===== src/rtl/fcsrw_pkg.sv =====
package fcsrw_pkg;

  localparam int unsigned ETH_HDR_BYTES = 14;
  localparam logic [31:0] CRC_POLY_REFL = 32'hEDB8_8320;
  // byte 0 of the destination sits in the top octet
  localparam logic [47:0] TRUNK_DA = 48'h01_00_0C_00_10_00;

  typedef enum logic [3:0] {
    ST_IDLE, ST_DA, ST_TYPE_HI, ST_TYPE_LO, ST_CHECK,
    ST_PATCH, ST_CRC, ST_FCS, ST_DONE
  } rw_state_e;

  function automatic logic [7:0] da_byte(input logic [2:0] idx);
    logic [47:0] sh;
    sh = TRUNK_DA << {idx, 3'b000};
    return sh[47:40];
  endfunction

endpackage


===== src/rtl/fcsrw_crc_step.sv =====
module fcsrw_crc_step
  import fcsrw_pkg::*;
(
  input  logic [31:0] crc_i,
  input  logic [7:0]  byte_i,
  output logic [31:0] crc_o
);

  logic [31:0] stage [0:8];

  assign stage[0] = crc_i ^ {24'd0, byte_i};

  for (genvar b = 0; b < 8; b++) begin : g_bit
    assign stage[b+1] = stage[b][0] ? ((stage[b] >> 1) ^ CRC_POLY_REFL)
                                    : (stage[b] >> 1);
  end

  assign crc_o = stage[8];

endmodule


===== src/rtl/fcsrw_crc_acc.sv =====
module fcsrw_crc_acc (
  input  logic        clk_i,
  input  logic        rst_ni,
  input  logic        init_i,
  input  logic        en_i,
  input  logic [7:0]  byte_i,
  output logic [31:0] fcs_o
);

  logic [31:0] crc_q, crc_nxt;

  fcsrw_crc_step u_step (
    .crc_i  (crc_q),
    .byte_i (byte_i),
    .crc_o  (crc_nxt)
  );

  always_ff @(posedge clk_i or negedge rst_ni) begin
    if (!rst_ni)     crc_q <= '1;
    else if (init_i) crc_q <= '1;
    else if (en_i)   crc_q <= crc_nxt;
  end

  assign fcs_o = ~crc_q;

endmodule


===== src/rtl/fcsrw_ctrl.sv =====
module fcsrw_ctrl
  import fcsrw_pkg::*;
#(
  parameter int unsigned LEN_W   = 12,
  parameter int unsigned ENC_HDR = 26
) (
  input  logic             clk_i,
  input  logic             rst_ni,
  input  logic             start_i,
  input  logic [LEN_W-1:0] frame_len_i,
  output logic [LEN_W-1:0] buf_addr_o,
  input  logic [7:0]       buf_rdata_i,
  output logic             buf_we_o,
  output logic [7:0]       buf_wdata_o,
  output logic             crc_init_o,
  output logic             crc_en_o,
  input  logic [31:0]      fcs_i,
  output logic             done_o
);

  localparam int unsigned INNER_START = ETH_HDR_BYTES + ENC_HDR;
  localparam int unsigned TRIM        = ENC_HDR + 4;

  rw_state_e        state_q, state_d;
  logic [LEN_W-1:0] len_q, len_d;
  logic [LEN_W-1:0] ptr_q, ptr_d;
  logic [LEN_W-1:0] end_q, end_d;
  logic [15:0]      type_q, type_d;
  logic [2:0]       idx_q, idx_d;

  logic [15:0] inner_len;
  logic [16:0] need;
  logic        fit;

  assign inner_len = type_q - 16'(TRIM);
  assign need      = 17'(INNER_START) + {1'b0, inner_len};
  assign fit       = (type_q >= 16'(TRIM)) && (need <= 17'(len_q));

  always_comb begin
    state_d     = state_q;
    len_d       = len_q;
    ptr_d       = ptr_q;
    end_d       = end_q;
    type_d      = type_q;
    idx_d       = idx_q;
    buf_addr_o  = '0;
    buf_we_o    = 1'b0;
    buf_wdata_o = '0;
    crc_init_o  = 1'b0;
    crc_en_o    = 1'b0;
    unique case (state_q)
      ST_IDLE: if (start_i) begin
        len_d      = frame_len_i;
        idx_d      = '0;
        crc_init_o = 1'b1;
        state_d    = ST_DA;
      end
      ST_DA: begin
        buf_addr_o = LEN_W'(idx_q);
        if (buf_rdata_i != da_byte(idx_q)) state_d = ST_DONE;
        else if (idx_q == 3'd5)            state_d = ST_TYPE_HI;
        else                               idx_d   = idx_q + 3'd1;
      end
      ST_TYPE_HI: begin
        buf_addr_o    = LEN_W'(12);
        type_d[15:8]  = buf_rdata_i;
        state_d       = ST_TYPE_LO;
      end
      ST_TYPE_LO: begin
        buf_addr_o    = LEN_W'(13);
        type_d[7:0]   = buf_rdata_i;
        state_d       = ST_CHECK;
      end
      ST_CHECK: begin
        if (fit) begin
          ptr_d   = LEN_W'(INNER_START);
          end_d   = LEN_W'(need);
          state_d = ST_PATCH;
        end else begin
          state_d = ST_DONE;
        end
      end
      ST_PATCH: begin
        buf_addr_o  = LEN_W'(4);
        buf_we_o    = 1'b1;
        buf_wdata_o = 8'h00;
        idx_d       = '0;
        state_d     = (ptr_q == end_q) ? ST_FCS : ST_CRC;
      end
      ST_CRC: begin
        buf_addr_o = ptr_q;
        crc_en_o   = 1'b1;
        ptr_d      = ptr_q + LEN_W'(1);
        if (ptr_d == end_q) state_d = ST_FCS;
      end
      ST_FCS: begin
        buf_addr_o  = len_q - LEN_W'(4) + LEN_W'(idx_q);
        buf_we_o    = 1'b1;
        buf_wdata_o = fcs_i[{idx_q[1:0], 3'b000} +: 8];
        if (idx_q == 3'd3) state_d = ST_DONE;
        else               idx_d   = idx_q + 3'd1;
      end
      ST_DONE: state_d = ST_IDLE;
      default: state_d = ST_IDLE;
    endcase
  end

  always_ff @(posedge clk_i or negedge rst_ni) begin
    if (!rst_ni) begin
      state_q <= ST_IDLE;
      len_q   <= '0;
      ptr_q   <= '0;
      end_q   <= '0;
      type_q  <= '0;
      idx_q   <= '0;
    end else begin
      state_q <= state_d;
      len_q   <= len_d;
      ptr_q   <= ptr_d;
      end_q   <= end_d;
      type_q  <= type_d;
      idx_q   <= idx_d;
    end
  end

  assign done_o = (state_q == ST_DONE);

  assert_done_pulse_R8: assert property (@(posedge clk_i) disable iff (!rst_ni)
    done_o |=> !done_o);

  assert_len_held_R9: assert property (@(posedge clk_i) disable iff (!rst_ni)
    (state_q != ST_IDLE) |=> (len_q == $past(len_q)));

  assert_write_place_R7: assert property (@(posedge clk_i) disable iff (!rst_ni)
    buf_we_o |-> (buf_addr_o == LEN_W'(4)) ||
                 (({1'b0, buf_addr_o} + (LEN_W+1)'(4) >= {1'b0, len_q}) &&
                  (buf_addr_o < len_q)));

  assert_patch_zero_R3: assert property (@(posedge clk_i) disable iff (!rst_ni)
    (buf_we_o && buf_addr_o == LEN_W'(4)) |-> (buf_wdata_o == 8'h00));

  assert_crc_span_R4: assert property (@(posedge clk_i) disable iff (!rst_ni)
    crc_en_o |-> (buf_addr_o >= LEN_W'(INNER_START)) && (buf_addr_o < len_q));

endmodule


===== src/rtl/fcs_rewriter.sv =====
module fcs_rewriter #(
  parameter int unsigned LEN_W   = 12,
  parameter int unsigned ENC_HDR = 26
) (
  input  logic             clk_i,
  input  logic             rst_ni,
  input  logic             start_i,
  input  logic [LEN_W-1:0] frame_len_i,
  output logic [LEN_W-1:0] buf_addr_o,
  input  logic [7:0]       buf_rdata_i,
  output logic             buf_we_o,
  output logic [7:0]       buf_wdata_o,
  output logic             done_o
);

  logic        crc_init, crc_en;
  logic [31:0] fcs;

  fcsrw_ctrl #(
    .LEN_W   (LEN_W),
    .ENC_HDR (ENC_HDR)
  ) u_ctrl (
    .clk_i       (clk_i),
    .rst_ni      (rst_ni),
    .start_i     (start_i),
    .frame_len_i (frame_len_i),
    .buf_addr_o  (buf_addr_o),
    .buf_rdata_i (buf_rdata_i),
    .buf_we_o    (buf_we_o),
    .buf_wdata_o (buf_wdata_o),
    .crc_init_o  (crc_init),
    .crc_en_o    (crc_en),
    .fcs_i       (fcs),
    .done_o      (done_o)
  );

  fcsrw_crc_acc u_crc (
    .clk_i  (clk_i),
    .rst_ni (rst_ni),
    .init_i (crc_init),
    .en_i   (crc_en),
    .byte_i (buf_rdata_i),
    .fcs_o  (fcs)
  );

  assert_we_not_done_R8: assert property (@(posedge clk_i) disable iff (!rst_ni)
    done_o |-> !buf_we_o);

endmodule


===== config.mk =====
export PLATFORM = sky130hd
export DESIGN_NAME = fcs_rewriter
export DESIGN_NICKNAME = d
export VERILOG_FILES = /design/src/rtl/fcsrw_pkg.sv /design/src/rtl/fcsrw_crc_step.sv /design/src/rtl/fcsrw_crc_acc.sv /design/src/rtl/fcsrw_ctrl.sv /design/src/rtl/fcs_rewriter.sv
export SDC_FILE = /design/constraint.sdc
export NUM_CORES = 1
export LEC_CHECK = 0
export ABC_AREA = 1
export CAP_MARGIN = 30
export CORE_UTILIZATION = 38
export CTS_CLUSTER_SIZE = 25
export DETAILED_ROUTE_END_ITERATION = 6
export HOLD_SLACK_MARGIN = 0.03
export PLACE_DENSITY_LB_ADDON = 0.12
export REMOVE_ABC_BUFFERS = 1
export SETUP_SLACK_MARGIN = 0.3
export SLEW_MARGIN = 10
export SYNTH_ARGS = -nofsm -noshare
export SYNTH_HDL_FRONTEND = slang
export SYNTH_SLANG_ARGS = --single-unit

===== constraint.sdc =====
create_clock -name clk_i -period 5.6 [get_ports clk_i]
set_clock_uncertainty 0.05 [all_clocks]
set_input_delay 0.84 -clock clk_i [delete_from_list [all_inputs] [get_ports clk_i]]
set_output_delay 0.84 -clock clk_i [all_outputs]
set_load 0.005 [all_outputs]

# Word level (Yosys, flattened, before mapping)
# Index checks and enable logic that the tools add are counted.
# Widths: inputs -> output; s select.
# totals
ff_bits,91
output_inout_bits,22
in_bits,23
wordCells,91
# classes
n_shift,2
bitwise,10
addsub,6
order_cmp,2
muxes,31
reduce_logical,11
eq_ne,21
# op_table
cell,count
$mux 32,10
$not 13->14,8
$pmux 12 s6,1
$shl 41x6->48 const A,1
$not 32->32,1
$pmux 4 s8,1
$shiftx 32x6->8,1
$xor 32x8->32,1
$eq 12x12->1,2
$mux 4,6
$pmux 12 s2,1
$add 6x16->17 const A,1
$le 17x12->1,1
$eq 4x3->1 const B,4
$ge 16x5->1 const B,1
$sub 16x5->16 const B,1
$add 12x1->12 const B,1
$add 12x3->12,1
$mux 12,1
$mux 3,4
$pmux 3 s4,1
$sub 12x3->12 const B,1
$eq 4x2->1 const B,2
$mux 8,1
18 further kinds,30

# Depth between registers and ports, before layout
# logic_depth
word_depth,19
mapped_depth,26
depth_no_buf,25

# Hierarchy
# A second synthesis with hierarchy kept.
# hier_totals
hier_cells,1088
hier_area_um2,7589.8
# by_module_without_submodules
mod,instances,cells_each,area_each_um2,seq_area_each_um2
fcsrw_ctrl,1,704,4932.2,1476.4
fcsrw_crc_acc,1,172,1478.9,840.8
fcsrw_crc_step,1,212,1178.6,0.0

# Worst setup path before layout
# OpenSTA, ideal clock, no wires.
# synth_timing
path_kind,reg-to-reg
from,reg u_ctrl.type_q[1]
to,reg u_ctrl.ptr_q[11]
period_less_slack_ps,3112
t_required_ps,5417
setup_time_ps,133
setup_slack_ps,2488
n_path_buf,1
stages_incl_launch_ff,24
arrival_ps,2929
cell_sequence,dfrtp_1 -> ha_1 -> xnor2_1 -> inv_1 -> ha_1 -> inv_1 -> nand2_1 -> nand2_1 -> xor2_1 -> inv_1 -> ha_1 -> nand2_1 -> nor2_1 -> nand3b_1 -> nand3_1 -> nand2_1 -> nand2_1 -> nand2_1 -> nand2_1 -> a21oi_1 -> nand4_2 -> buf_2 -> nand3_1 -> o21ai_0
# synth_via
elab_chain_len,6
word_cells_on_any_way,7
classes_between,2 x add/sub; 2 x order compare; 1 x eq/ne; 2 x reduce/logical
# synth_lines
item,line_no,text
from (decl),fcsrw_ctrl.sv:28,"logic [15:0] type_q, type_d;"
from (signal assigned),fcsrw_ctrl.sv:121,type_q <= type_d;
$sub 16x5->16,fcsrw_ctrl.sv:35,assign inner_len = type_q - 16'(TRIM);
$add 6x16->17,fcsrw_ctrl.sv:36,"assign need = 17'(INNER_START) + {1'b0, inner_len};"
net u_ctrl.need[3],fcsrw_ctrl.sv:32,logic [16:0] need;
$le 17x12->1,fcsrw_ctrl.sv:37,assign fit = (type_q >= 16'(TRIM)) && (need <= 17'(len_q));
$logic_and 1x1->1,fcsrw_ctrl.sv:37,
$ne 2x1->1 (no line),n/a,
$reduce_and 2->1 (no line),n/a,
to (signal assigned),fcsrw_ctrl.sv:119,ptr_q <= ptr_d;
to (decl),fcsrw_ctrl.sv:26,"logic [LEN_W-1:0] ptr_q, ptr_d;"
# The timed path passes the listed nets, and every way through them passes these cells.
# A chain may end at the register's enable or synchronous reset.

# Worst setup path in the final report
# layout_timing
from,reg u_ctrl.idx_q[0]
to,out buf_addr_o[9]
# layout_via
elab_chain_len,2
# layout_lines
item,line_no,text
from (decl),fcsrw_ctrl.sv:29,"logic [2:0] idx_q, idx_d;"
from (signal assigned),fcsrw_ctrl.sv:122,idx_q <= idx_d;
$add 12x3->12,fcsrw_ctrl.sv:97,buf_addr_o = len_q - LEN_W'(4) + LEN_W'(idx_q);
$pmux 12 s6,fcsrw_ctrl.sv:51,unique case (state_q)
to (decl),fcs_rewriter.sv:9,"output logic [LEN_W-1:0] buf_addr_o,"
# Every way passes these cells.

==> results.ini <==
[critical_path]
cp_slowest_cell=dfrtp_1
start_kind=flip-flop
path_class=flip-flop to output port
arrival_ns=3.67
critical_path_peak_fanout=25
worst_path_dominant_cell_family=adder cells
crit_chain=ha_1 > ha_1 > inv_1 > fa_1 > inv_1 > a21oi_1 > or2_2 > nand2_1 > o21ai_0 > xor2_1 > o22ai_1 > clkdlybuf4s50_1
crit_buf_inv=3
end_kind=output port
critPathMaxStageDelay_ns=0.88
required_ns=4.71

[synthesis]
ys.flop_type=dfrtp_1
async_flop_share_pct=100
post-synth-top-area-cell=dfrtp_1
syn_area_mm2=0.00682
synth-edff-count=0
ys_seq_elements=91
synth_area_leaders=dfrtp_1 (22%), dfstp_2 (12%), nand2_1 (10%)
yosysWarnings=0
syn_avg_cell_area_um2=7.56
synth_top_cell_area_share_pct=21.6
syn-instance-count=903
ys_seq_area_share_pct=34.0
yosysUniqueCellTypes=45

[timing]
maxSlewViolCount=0
fin_crit_ns=4.56
fmax_mhz=219
worst_slew_pin_slew_ns=0.827
rsz0062_at_grt=false
tns_ns=0
hold_ws_ns=0.402
relSlewSlack_pct=44.9
finalHoldViolCount=0
period_share_pct=81.4
setup_violations=0

[clock_network]
clock_latency_ns=0.35
clockBufferDepth=2
cts_buffers=9
clk_pin_slew_ns=0.07
cts_tree=yes
hold_buffers=0
htreeDepth=3
clockRootBuffer=clkbuf_16
cts.sinks=91
post_cts_buffers=0
cts.repair.resized=0

[floorplanning]
core_area_mm2=0.0174
floorplan.initialDensity_pct=39.2
num_rows=48
die_x_um=136
die_y_um=136
die_area_mm2=0.0185
ios=45

[grt]
grt_max_degree=58
grt_pass1_vias=5741
grt_antenna_before_repair=0
track_usage_pct=22.4
grt_pass1_wl_um=31300
grt_remaining_overflow=0

[place]
dpl.hpwl_um=14500
gp_congestion=0.863
port_buffers=44
place_area_mm2=0.00750

[job]
maxCapViolations=0

[layout]
nNetsFinal=999
fillCellCount=1819
syn2layout_area_growth_pct=13.7
final_area_mm2=0.00775
num_antenna_cells=0
drive_gt1_share_pct=7.39

[routing]
via_per_inst=5.09
drc=0
firstDrtPassIters=4
wirelength_um=19300
first_iter_violations=350
wire_per_inst_um=16.5
ant_nets=0
num_vias=5960

[power_and_ir_drop]
powerDensity_mw_per_mm2=429
peakVddDrop_mv=0.327
power.leakage_nw=3.65

[min_path]
worstHoldPathType=input port to asynchronous set/reset pin

[run_status]
status=completed

## metal layers
layer,vias to the layer above,global-route usage (%),wire [µm]
met2,116,36.6,8900
met4,0,7.90,521
met3,30,2.95,547
met1,2785,30.2,9370
met5,-,0,0
li1,3029,-,-
## final timing paths
kind | from | slack, ns | endpoint | cells after the start
worst max register to register | u_ctrl.type_q[1] | 1.56 | u_ctrl.ptr_q[6] | 22
max in group asynchronous | rst_ni | 3.95 | u_ctrl.state_q[3] | 2
worst min-delay path | rst_ni | 0.40 | u_ctrl.len_q[10] | 1
worst min register to register | u_crc.crc_q[24] | 0.45 | u_crc.crc_q[24] | 2
min in group clk_i | u_crc.crc_q[24] | 0.45 | u_crc.crc_q[24] | 2
worst max-delay path | u_ctrl.idx_q[0] | 1.04 | buf_addr_o[9] | 12
## sequential cells by signal (all words and copies together), names as in the netlist
register and flops:
u_ctrl.idx_q 3, u_ctrl.ptr_q 12, u_ctrl.end_q 12, u_ctrl.state_q 4, u_ctrl.type_q 16, u_ctrl.len_q 12, u_crc.crc_q 32
## placed cells by master, fill, tap and decap left out, types with 4 or more instances in the layout
cell	count
nand2_1	188
inv_1	127
o21ai_0	110
xor2_1	62
dfrtp_1	59
nor2_1	58
a21oi_1	51
nand3_1	44
clkdlybuf4s50_1	43
ha_1	33
dfstp_2	32
xnor2_1	26
nor3_1	9
clkbuf_16	9
buf_4	8
o22ai_1	7
o211ai_1	7
clkbuf_1	7
o21ai_1	6
nand4_1	5
xnor2_4	5
o221ai_1	4
o2111ai_1	4
xnor2_2	4
## final cells by class
class	instances	area [µm²]	area share, %
multi-input combinational	661	3930	50.7
sequential	91	2320	29.9
timing repair buffer	51	490	6.32
inverter	128	480	6.20
tap	225	282	3.63
clock buffer	16	251	3.24
## stage by stage
stage	cells	setup WS, ns	power [W]	utilization [%]
2_1_floorplan	880	2.10	0.00244	-
3_3_place_gp	1156	1.50	0.00278	43.1
3_5_place_dp	1156	1.48	0.00279	43.1
4_1_cts	1172	1.07	0.00336	44.5
5_1_grt	1172	0.807	0.00361	44.5
6_report	1172	1.04	0.00333	44.5
## power breakdown
part / switching [W] / internal [W]
Combinational: 0.000981 / 0.000733
Clock: 0.000255 / 0.000303
Sequential: 0.000124 / 0.000934
Total: 0.00136 / 0.00197
## Yosys cell counts, types with 2 or more instances
cell type and count:
nand4_1 5, o21ai_1 6, a221oi_1 3, a21o_1 2
or2_2 2, nand2_1 188, xor2_2 3, buf_2 6
o22ai_1 7, nor4_1 2, dfrtp_1 59, xor2_1 62
and2_1 2, buf_1 2, o31ai_1 3, o21ai_0 110
dfstp_2 32, ha_1 33, o221ai_1 4, nand3b_1 3
xnor2_1 26, nor3_1 9, a31oi_1 3, o2111ai_1 4
o211ai_1 7, nor2_1 59, nand3_1 44, inv_1 127
clkbuf_1 15, xnor2_4 5, xnor2_2 4, nor2_2 2
a21oi_1 51, a22oi_1 2
## logic make-up after synthesis
| family | synth area share (%) |
|---|---|
| flip-flops | 34.0 |
| AND/OR/NAND/NOR | 19.4 |
| XOR/XNOR | 15.0 |
| adder cells (fa/ha/maj) | 6.35 |
| buffers and inverters | 8.42 |
| AO/OA/AOI/OAI | 16.9 |
No activity file was read; power rests on OpenSTA's default activity.
